==> src/rtl/xy_pix_pkg.sv <==
package xy_pix_pkg;
  localparam int WORD_W  = 16;
  localparam int BIT_W   = 4;
  localparam int DEPTH_W = 3;
  localparam int MAX_DEPTH = 4;

  typedef enum logic [DEPTH_W-1:0] {
    DEPTH_1  = 3'd0,
    DEPTH_2  = 3'd1,
    DEPTH_4  = 3'd2,
    DEPTH_8  = 3'd3,
    DEPTH_16 = 3'd4
  } depth_e;
endpackage

==> src/rtl/xy_depth_dec.sv <==
module xy_depth_dec
  import xy_pix_pkg::*;
(
  input  logic [DEPTH_W-1:0] depth_i,
  output logic [DEPTH_W-1:0] shift_o,
  output logic [WORD_W-1:0]  base_mask_o
);
  logic [DEPTH_W-1:0] shift;
  logic [5:0]         bpp;

  // codes above the deepest mode fall back to 1 bpp
  assign shift   = (32'(depth_i) > MAX_DEPTH) ? DEPTH_1 : depth_i;
  assign shift_o = shift;
  assign bpp     = 6'd1 << shift;

  for (genvar i = 0; i < WORD_W; i++) begin : g_mask
    assign base_mask_o[i] = (6'(i) < bpp);
  end
endmodule

==> src/rtl/xy_row_mul.sv <==
module xy_row_mul #(
  parameter int Y_W     = 12,
  parameter int PITCH_W = 12,
  parameter int ADDR_W  = 20
) (
  input  logic [Y_W-1:0]     y_i,
  input  logic [PITCH_W-1:0] pitch_i,
  output logic [ADDR_W-1:0]  row_o
);
  localparam int PROD_W = Y_W + PITCH_W;
  logic [PROD_W-1:0] prod;

  assign prod  = PROD_W'(y_i) * PROD_W'(pitch_i);
  assign row_o = ADDR_W'(prod);
endmodule

==> src/rtl/xy_col_split.sv <==
module xy_col_split
  import xy_pix_pkg::*;
#(
  parameter int X_W    = 12,
  parameter int ADDR_W = 20
) (
  input  logic [X_W-1:0]     x_i,
  input  logic [DEPTH_W-1:0] shift_i,
  input  logic [WORD_W-1:0]  base_mask_i,
  output logic [ADDR_W-1:0]  word_o,
  output logic [BIT_W-1:0]   bit_o,
  output logic [WORD_W-1:0]  mask_o
);
  localparam int XS_W = X_W + MAX_DEPTH;
  logic [XS_W-1:0] xs;

  assign xs     = XS_W'(x_i) << shift_i;
  assign word_o = ADDR_W'(xs >> BIT_W);
  assign bit_o  = xs[BIT_W-1:0];
  assign mask_o = base_mask_i << bit_o;
endmodule

==> src/rtl/xy_pix_addr.sv <==
module xy_pix_addr
  import xy_pix_pkg::*;
#(
  parameter int X_W     = 12,
  parameter int Y_W     = 12,
  parameter int PITCH_W = 12,
  parameter int ADDR_W  = 20
) (
  input  logic               clk_i,
  input  logic               rst_ni,
  input  logic               valid_i,
  input  logic [X_W-1:0]     x_i,
  input  logic [Y_W-1:0]     y_i,
  input  logic [ADDR_W-1:0]  start_i,
  input  logic [PITCH_W-1:0] pitch_i,
  input  logic [DEPTH_W-1:0] depth_i,
  output logic               valid_o,
  output logic [ADDR_W-1:0]  addr_o,
  output logic [BIT_W-1:0]   bit_o,
  output logic [WORD_W-1:0]  mask_o
);
  logic [DEPTH_W-1:0] shift;
  logic [WORD_W-1:0]  base_mask, mask_d;
  logic [ADDR_W-1:0]  row_off, col_off, addr_d;
  logic [BIT_W-1:0]   bit_d;

  xy_depth_dec u_dec (
    .depth_i    (depth_i),
    .shift_o    (shift),
    .base_mask_o(base_mask)
  );

  xy_row_mul #(.Y_W(Y_W), .PITCH_W(PITCH_W), .ADDR_W(ADDR_W)) u_row (
    .y_i    (y_i),
    .pitch_i(pitch_i),
    .row_o  (row_off)
  );

  xy_col_split #(.X_W(X_W), .ADDR_W(ADDR_W)) u_col (
    .x_i        (x_i),
    .shift_i    (shift),
    .base_mask_i(base_mask),
    .word_o     (col_off),
    .bit_o      (bit_d),
    .mask_o     (mask_d)
  );

  // modulo 2^ADDR_W by truncation
  assign addr_d = start_i + row_off + col_off;

  always_ff @(posedge clk_i or negedge rst_ni) begin
    if (!rst_ni) begin
      valid_o <= 1'b0;
      addr_o  <= '0;
      bit_o   <= '0;
      mask_o  <= '0;
    end else begin
      valid_o <= valid_i;
      if (valid_i) begin
        addr_o <= addr_d;
        bit_o  <= bit_d;
        mask_o <= mask_d;
      end
    end
  end


  valid_lat_chk: assert property (@(posedge clk_i) disable iff (!rst_ni)
    valid_i |=> valid_o);

  valid_drop_chk: assert property (@(posedge clk_i) disable iff (!rst_ni)
    !valid_i |=> !valid_o);

  hold_chk: assert property (@(posedge clk_i) disable iff (!rst_ni)
    !valid_i |=> ($stable(addr_o) && $stable(bit_o) && $stable(mask_o)));

  mask_cover_chk: assert property (@(posedge clk_i) disable iff (!rst_ni)
    valid_o |-> (mask_o[bit_o] && $onehot0($countones(mask_o))));

  bit_align_chk: assert property (@(posedge clk_i) disable iff (!rst_ni)
    valid_o |-> ((32'(bit_o) % $countones(mask_o)) == 0));

  illegal_depth_chk: assert property (@(posedge clk_i) disable iff (!rst_ni)
    (valid_i && (32'(depth_i) > MAX_DEPTH)) |=> ($countones(mask_o) == 1));
endmodule

==> config.mk <==
export PLATFORM = sky130hd
export DESIGN_NAME = xy_pix_addr
export DESIGN_NICKNAME = d
export VERILOG_FILES = /design/src/rtl/xy_pix_pkg.sv /design/src/rtl/xy_depth_dec.sv /design/src/rtl/xy_row_mul.sv /design/src/rtl/xy_col_split.sv /design/src/rtl/xy_pix_addr.sv
export SDC_FILE = /design/constraint.sdc
export NUM_CORES = 1
export LEC_CHECK = 0
export BUFFER_PORTS_ARGS = -buffer_cell sky130_fd_sc_hd__buf_2
export CORE_ASPECT_RATIO = 1.75
export CORE_UTILIZATION = 30
export DETAILED_ROUTE_END_ITERATION = 8
export HOLD_SLACK_MARGIN = 0.05
export MAX_ROUTING_LAYER = met4
export PLACE_DENSITY = 0.48
export SETUP_SLACK_MARGIN = 0.3
export SYNTH_ARGS = -nofsm -noshare
export SYNTH_HDL_FRONTEND = slang
export SYNTH_SLANG_ARGS = --single-unit
export TNS_END_PERCENT = 30
==> constraint.sdc <==
create_clock -name clk_i -period 0.8 [get_ports clk_i]
set_input_delay 0.04 -clock clk_i [delete_from_list [all_inputs] [get_ports clk_i]]
set_output_delay 0.04 -clock clk_i [all_outputs]
set_load 0.05 [all_outputs]
==> flow_summary.json, run 1 <==
{
  "clock_root_buffer": "sky130_fd_sc_hd__clkbuf_16",
  "vias_per_cell": 4.61,
  "nFillCells": 2389,
  "ios": 103,
  "syn-instance-count": 814,
  "cap_viol_max_count": 0,
  "crit_arrival_ns": 4.98,
  "portBuffers": 102,
  "number_of_buffers_created_by_cts": 5,
  "normalized_max_slew_margin": 0.608,
  "grt_start_max_net_pins": 33,
  "fin_area_sq_mm": 0.0108,
  "gp_routability_congestion": 0.862,
  "finalHoldWorstSlack_ns": -0.375,
  "floorplan_die_area_sq_mm": 0.0251,
  "dpl.cell_count": 1323,
  "clockBufferDepth": 2,
  "timing_worst_slew_pin_value_ns": 0.584,
  "synth-edff-count": 0,
  "run_status": "finished with violations",
  "maxClockFrequency_mhz": 208,
  "grt_setup_unrepaired": "true",
  "place_worst_setup_slack_ns": -4.44,
  "dr_total_vias": 6260,
  "insertion_delay_ns": 0.28,
  "drc": 0,
  "avgRoutedWirePerCell_um": 15.8,
  "yosys_warnings": 0,
  "cts_htree_levels": 2,
  "areaGrowthSynthToFinish_pct": 47.9,
  "drt_iter0_markers": 178,
  "synth.top_cell.area_share": 0.333,
  "grt_antenna_before_repair": 0,
  "critPathCaptureType": "flip-flop",
  "timing.setup.critical_path_class": "primary input to flip-flop",
  "hold_violations": 41,
  "timing.critical_path.from_type": "primary input",
  "final_cell_mix": "135 x sky130_fd_sc_hd__inv_1, 126 x sky130_fd_sc_hd__buf_4, 120 x sky130_fd_sc_hd__fa_1",
  "failed_checks": "negative hold slack, negative setup slack",
  "fin_crit_sh": 6.01,
  "fin_crit_ns": 4.80,
  "synth.distinct_cells": 53,
  "floorplan.core_area_sq_mm": 0.0240,
  "tritoncts": "yes",
  "async_set_or_reset_register_ratio_after_synthesis": 1.00,
  "synth_largest_area_cell": "sky130_fd_sc_hd__fa_1",
  "grt_pass1_vias": 6919,
  "wl_mm": 21.5,
  "layout_skew_ns": 0,
  "final_setup_slack_of_the_worst_path_ns": -4.00,
  "ys_seq_elements": 41,
  "most_common_flop_cell_mapped_by_yosys": "sky130_fd_sc_hd__dfrtp_1",
  "crit_path_max_fanout": 6,
  "cp_required_ns": 0.98,
  "drtPass1Iterations": 4,
  "final-max-slew-violation-count": 0,
  "insertedDiodeCount": 0,
  "ys_top_cells_by_area": "sky130_fd_sc_hd__fa_1 33%, sky130_fd_sc_hd__dfrtp_1 14%, sky130_fd_sc_hd__ha_1 10%",
  "grt_remaining_overflow": 0,
  "grt_first_pass_wirelength_mm": 35.1,
  "numClockSinks": 41,
  "drtAntennaViolNets": 0,
  "post_synth.cell_area_avg_sq_um": 9.01,
  "die_h_um": 209,
  "groute.usage.overall": 0.187,
  "drive_above_1_share": 0.407,
  "final_nets": 1294,
  "synthesis.area_sq_mm": 0.00733,
  "mappedNetlistNets": 1058,
  "final_cells": 1359,
  "die_w_um": 120,
  "clk_transition_reported_paths_ns": 0.06,
  "layout.cells.most_common": "sky130_fd_sc_hd__inv_1",
  "row_count": 75,
  "postPlaceCellArea_sq_mm": 0.00960,
  "hold_path_class": "primary input to async pin",
  "place.detailed.hpwl_mm": 18.7,
  "proportion_of_synthesized_chip_area_in_sequential_cells": 0.140,
  "setup_violations": 79,
  "initial_core_utilization": 0.305
}
## state kept, by name (all words and copies together), names as in the netlist
| register | cells |
|---|---|
| bit_o | 4 |
| addr_o | 20 |
| valid_o | 1 |
| mask_o | 16 |
## cell usage after synthesis (3+ instances only)
library cell and count:
sky130_fd_sc_hd__mux2_2 15, sky130_fd_sc_hd__fa_1 122, sky130_fd_sc_hd__nand3_1 10, sky130_fd_sc_hd__a211oi_1 6, sky130_fd_sc_hd__and2_1 69, sky130_fd_sc_hd__o211ai_1 4, sky130_fd_sc_hd__nor2_1 34, sky130_fd_sc_hd__and3_1 4
sky130_fd_sc_hd__nand2_1 96, sky130_fd_sc_hd__xor2_1 7, sky130_fd_sc_hd__a31oi_1 4, sky130_fd_sc_hd__mux2i_1 12, sky130_fd_sc_hd__a21o_1 6, sky130_fd_sc_hd__o21ai_0 20, sky130_fd_sc_hd__inv_1 154, sky130_fd_sc_hd__o2bb2ai_1 5
sky130_fd_sc_hd__o21a_1 5, sky130_fd_sc_hd__nor2b_1 5, sky130_fd_sc_hd__nand2b_1 4, sky130_fd_sc_hd__ha_1 60, sky130_fd_sc_hd__xnor2_1 17, sky130_fd_sc_hd__nor3_1 3, sky130_fd_sc_hd__clkbuf_1 36, sky130_fd_sc_hd__or3_1 3
sky130_fd_sc_hd__dfrtp_1 41, sky130_fd_sc_hd__a21oi_1 34
## cell families (layout without fill, tap and decap cells)
kind of cell             count (synthesis)  in the layout  synth area share
AO/OA/AOI/OAI                          108            108            0.0969
XOR/XNOR                                24             24            0.0287
adder cells (fa/ha/maj)                182            182             0.435
buffers and inverters                  195            432             0.100
flip-flops                              41             41             0.140
multiplexers                            28             28            0.0425
AND/OR/NAND/NOR                        236            236             0.156
## per-layer routing
layer | wire length [um] | GRT usage | vias up
li1 | - | - | 3004
met5 | 0 | - | -
met4 | 724 | 0.0625 | 0
met2 | 13200 | 0.393 | 99
met1 | 7190 | 0.170 | 3127
met3 | 327 | 0.0101 | 30
## path summary, 6_finish.rpt
check	start	end	slack (ns)	cells past startpoint
min	rst_ni	addr_o[4]$_DFFE_PN0P_	-0.38	1
max reg2reg	addr_o[14]$_DFFE_PN0P_	addr_o[14]$_DFFE_PN0P_	-0.03	2
max	pitch_i[2]	addr_o[14]$_DFFE_PN0P_	-4.00	21
max in group asynchronous	rst_ni	bit_o[2]$_DFFE_PN0P_	0.72	2
min reg2reg	mask_o[4]$_DFFE_PN0P_	mask_o[4]$_DFFE_PN0P_	0.52	1
min in group clk_i	valid_i	valid_o$_DFF_PN0_	0.10	2
## repair_timing
item,4_1_cts,5_1_grt
setup buffers,15,13
pin swaps,52,38
resized for setup,189,59
endpoints found under the hold margin,41,41
setup endpoints to repair,81,81
## area by class of cell
type | instances | area, sq um | share of cell area
Clock buffer | 5 | 125 | 0.0115
Clock inverter | 3 | 43.8 | 0.00404
Inverter | 154 | 578 | 0.0533
Multi-Input combinational cell | 578 | 6350 | 0.585
Sequential cell | 41 | 1030 | 0.0946
Tap cell | 308 | 385 | 0.0355
Timing Repair Buffer | 270 | 2340 | 0.216
## worst max-delay path, stage by stage
cell and delay (ns):
sky130_fd_sc_hd__buf_8 0.11, sky130_fd_sc_hd__and2_4 0.15, sky130_fd_sc_hd__fa_1 0.52, sky130_fd_sc_hd__inv_1 0.05, sky130_fd_sc_hd__fa_1 0.47, sky130_fd_sc_hd__inv_1 0.05
sky130_fd_sc_hd__fa_1 0.49, sky130_fd_sc_hd__inv_1 0.06, sky130_fd_sc_hd__fa_1 0.47, sky130_fd_sc_hd__inv_1 0.05, sky130_fd_sc_hd__fa_1 0.47, sky130_fd_sc_hd__inv_1 0.05
sky130_fd_sc_hd__fa_1 0.52, sky130_fd_sc_hd__inv_2 0.05, sky130_fd_sc_hd__ha_4 0.22, sky130_fd_sc_hd__buf_4 0.13, sky130_fd_sc_hd__a21oi_1 0.16, sky130_fd_sc_hd__a31o_2 0.29
sky130_fd_sc_hd__a211oi_1 0.11, sky130_fd_sc_hd__or3_1 0.31, sky130_fd_sc_hd__a31o_2 0.23
## stage by stage
step	setup TNS, ns	util
CTS	-78.17	0.438
detailed placement	-91.13	0.399
global placement	-90.72	0.399
global route	-83.98	0.451
finish	-78.81	0.451
floorplan	-75.54	-
Power of run 1 is left out: the tool's default activity adds up to more than one toggle a clock period on the data nets, which glitch-free logic cannot reach.
==> inputs of run 2 (changes only) <==
--- a/config.mk
+++ b/config.mk
@@ -9,6 +9,7 @@
 export CORE_ASPECT_RATIO = 1.75
 export CORE_UTILIZATION = 30
 export DETAILED_ROUTE_END_ITERATION = 8
+export GPL_TIMING_DRIVEN = 0
 export HOLD_SLACK_MARGIN = 0.05
 export MAX_ROUTING_LAYER = met4
 export PLACE_DENSITY = 0.48
==> run 2 against run 1 <==
  * The flow still finishes with violations (negative hold slack, negative setup slack)
  * Worst setup slack lost 0.21 ns
  * Clock skew is the same
  * Via count shrank 4.2%
  * Critical endpoint is now addr_o[17]$_DFFE_PN0P_
  * First-iteration DRC count grew 31%
==> flow_summary.json, run 2 (synthesis results as in run 1) <==
{
  "row_count": 75,
  "layout.cells.most_common": "sky130_fd_sc_hd__inv_1",
  "initial_core_utilization": 0.305,
  "fin_crit_ns": 5.02,
  "number_of_buffers_created_by_cts": 5,
  "drtPass1Iterations": 4,
  "drt_iter0_markers": 233,
  "reg.largest.list": "addr_o (20), mask_o (16), bit_o (4)",
  "dpl.cell_count": 1220,
  "comb_power_share": 0.895,
  "insertion_delay_ns": 0.28,
  "p_clk_frac": 0.038,
  "clk_transition_reported_paths_ns": 0.06,
  "critPathCaptureType": "flip-flop",
  "pwr_density_cell_mw_per_mm2": 4990,
  "areaGrowthSynthToFinish_pct": 40.5,
  "worst_path_largest_cell_delay_ns": 0.51,
  "place.detailed.hpwl_mm": 18.1,
  "vias_per_cell": 4.70,
  "clockBufferDepth": 2,
  "floorplan_die_area_sq_mm": 0.0251,
  "finalHoldWorstSlack_ns": -0.130,
  "drc": 0,
  "maxClockFrequency_mhz": 199,
  "tritoncts": "yes",
  "p_int_mw": 26.4,
  "insertedDiodeCount": 0,
  "grt_pass1_vias": 6692,
  "vdd_ir_drop_max_mv": 2.80,
  "hold_violations": 42,
  "timing.critical_path.from_type": "primary input",
  "failed_checks": "negative hold slack, negative setup slack",
  "grt_start_max_net_pins": 42,
  "final_cells": 1277,
  "final_setup_slack_of_the_worst_path_ns": -4.22,
  "wl_mm": 21.5,
  "portBuffers": 98,
  "numClockSinks": 41,
  "switching_share_of_total_power": 0.486,
  "groute.usage.overall": 0.186,
  "crit_path_max_fanout": 5,
  "largest-register": "addr_o",
  "layout_skew_ns": 0,
  "grt_setup_unrepaired": "true",
  "power.switching_mw": 25.0,
  "grt_remaining_overflow": 0,
  "path_cells": "buf_8 > clkbuf_16 > buf_12 > and2_4 > fa_1 > inv_1 > fa_1 > inv_2 > fa_1 > fa_1 > fa_1 > inv_1 > fa_1 > inv_2 > ha_4 > o2111ai_4 > o21ba_4 > o31a_1 > or3_1 > a31oi_1",
  "crit_path_top_delay_cell": "sky130_fd_sc_hd__fa_1",
  "die_h_um": 209,
  "drive_above_1_share": 0.347,
  "normalized_max_slew_margin": 0.368,
  "timing.setup.critical_path_class": "primary input to flip-flop",
  "cts_htree_levels": 2,
  "cap_viol_max_count": 0,
  "floorplan.core_area_sq_mm": 0.0240,
  "ios": 103,
  "cp_required_ns": 1.01,
  "cpMostUsedCell": "sky130_fd_sc_hd__fa_1",
  "crit_arrival_ns": 5.23,
  "final_cell_mix": "137 x sky130_fd_sc_hd__inv_1, 122 x sky130_fd_sc_hd__fa_1, 91 x sky130_fd_sc_hd__nand2_1",
  "clock_root_buffer": "sky130_fd_sc_hd__clkbuf_16",
  "fin_crit_sh": 6.27,
  "drtAntennaViolNets": 0,
  "setup_violations": 78,
  "run_status": "finished with violations",
  "largest_register_ff_count": 20,
  "die_w_um": 120,
  "grt_first_pass_wirelength_mm": 34.6,
  "grt_antenna_before_repair": 0,
  "total_power_mw": 51.4,
  "dr_total_vias": 5996,
  "sequentialPowerShare": 0.067,
  "avgRoutedWirePerCell_um": 16.8,
  "timing_worst_slew_pin_value_ns": 0.947,
  "final_nets": 1213,
  "leakage_nw": 4.91,
  "gp_routability_congestion": 0.821,
  "hold_path_class": "primary input to flip-flop",
  "final-max-slew-violation-count": 0
}
==> run 2: path summary, 6_finish.rpt <==
| path | cells after the start | start | slack (ns) | to |
|---|---|---|---|---|
| setup / recovery | 20 | pitch_i[1] | -4.22 | addr_o[17]$_DFFE_PN0P_ |
| setup reg to reg | 2 | addr_o[14]$_DFFE_PN0P_ | -0.06 | addr_o[14]$_DFFE_PN0P_ |
| hold / removal | 1 | valid_i | -0.13 | valid_o$_DFF_PN0_ |
| max in group asynchronous | 1 | rst_ni | 0.31 | bit_o[0]$_DFFE_PN0P_ |
| hold reg to reg | 1 | mask_o[6]$_DFFE_PN0P_ | 0.51 | mask_o[6]$_DFFE_PN0P_ |
| min in group asynchronous | 1 | rst_ni | -0.11 | addr_o[2]$_DFFE_PN0P_ |
==> run 2: power by group through the flow <==
stage          Combinational [mW]  Clock [mW]  Sequential (mW)
5_1_grt                      50.4        2.04             3.49
2_1_floorplan                27.4           0             5.45
3_3_place_gp                 36.0           0             3.33
3_5_place_dp                 36.3           0             3.33
4_1_cts                      39.9        1.99             3.41
6_report                     46.0        1.95             3.44
==> run 2: area by class of cell <==
type / instances / area, sq um
fillers: 2383 / 13700
plain buffers: 41 / 480
multi-input cells: 578 / 6420
well taps: 308 / 385
repair buffers: 148 / 1280
inverters: 154 / 578
flip-flops and latches: 41 / 1030
clock inverters: 1 / 8.76
clock buffers: 6 / 129
==> run 2: metal layers <==
layer  up-vias  GRT usage  share of wire
met5         -          -              0
met4         0     0.0591          0.032
met3        35     0.0112          0.019
met2       109      0.387           0.61
met1      3004      0.173           0.34
li1       2848          -              -
==> run 2: metrics by stage <==
step / utilization / hold slack [ns] / setup slack [ns] / TNS [ns] / instance area, sq um
3_5_place_dp: 0.365 / 0.161 / -4.84 / -97.64 / 8760
4_1_cts: 0.405 / -0.136 / -4.24 / -80.93 / 9740
5_1_grt: 0.429 / -0.121 / -4.38 / -85.16 / 10300
3_3_place_gp: 0.365 / 0.161 / -4.73 / -95.95 / 8760
6_report: 0.429 / -0.130 / -4.22 / -80.70 / 10300
2_1_floorplan: - / -0.256 / -4.16 / -75.54 / 7890
==> run 2: worst max-delay path, delay by kind of cell <==
kind                     cells  cell delay, ns
AO/OA/AOI/OAI                4            0.84
adder cells (fa/ha/maj)      7            3.32
buffers and inverters        7            0.56
AND/OR/NAND/NOR              2            0.47
==> run 2: timing repair <==
action | in CTS | in global routing
buffers inserted | 29 | 21
setup endpoints to repair | 122 | 122
pin swaps | 24 | 60
gates resized for setup | 168 | 116
hold endpoints to repair | 42 | 42
No activity file was read; power rests on OpenSTA's default activity.
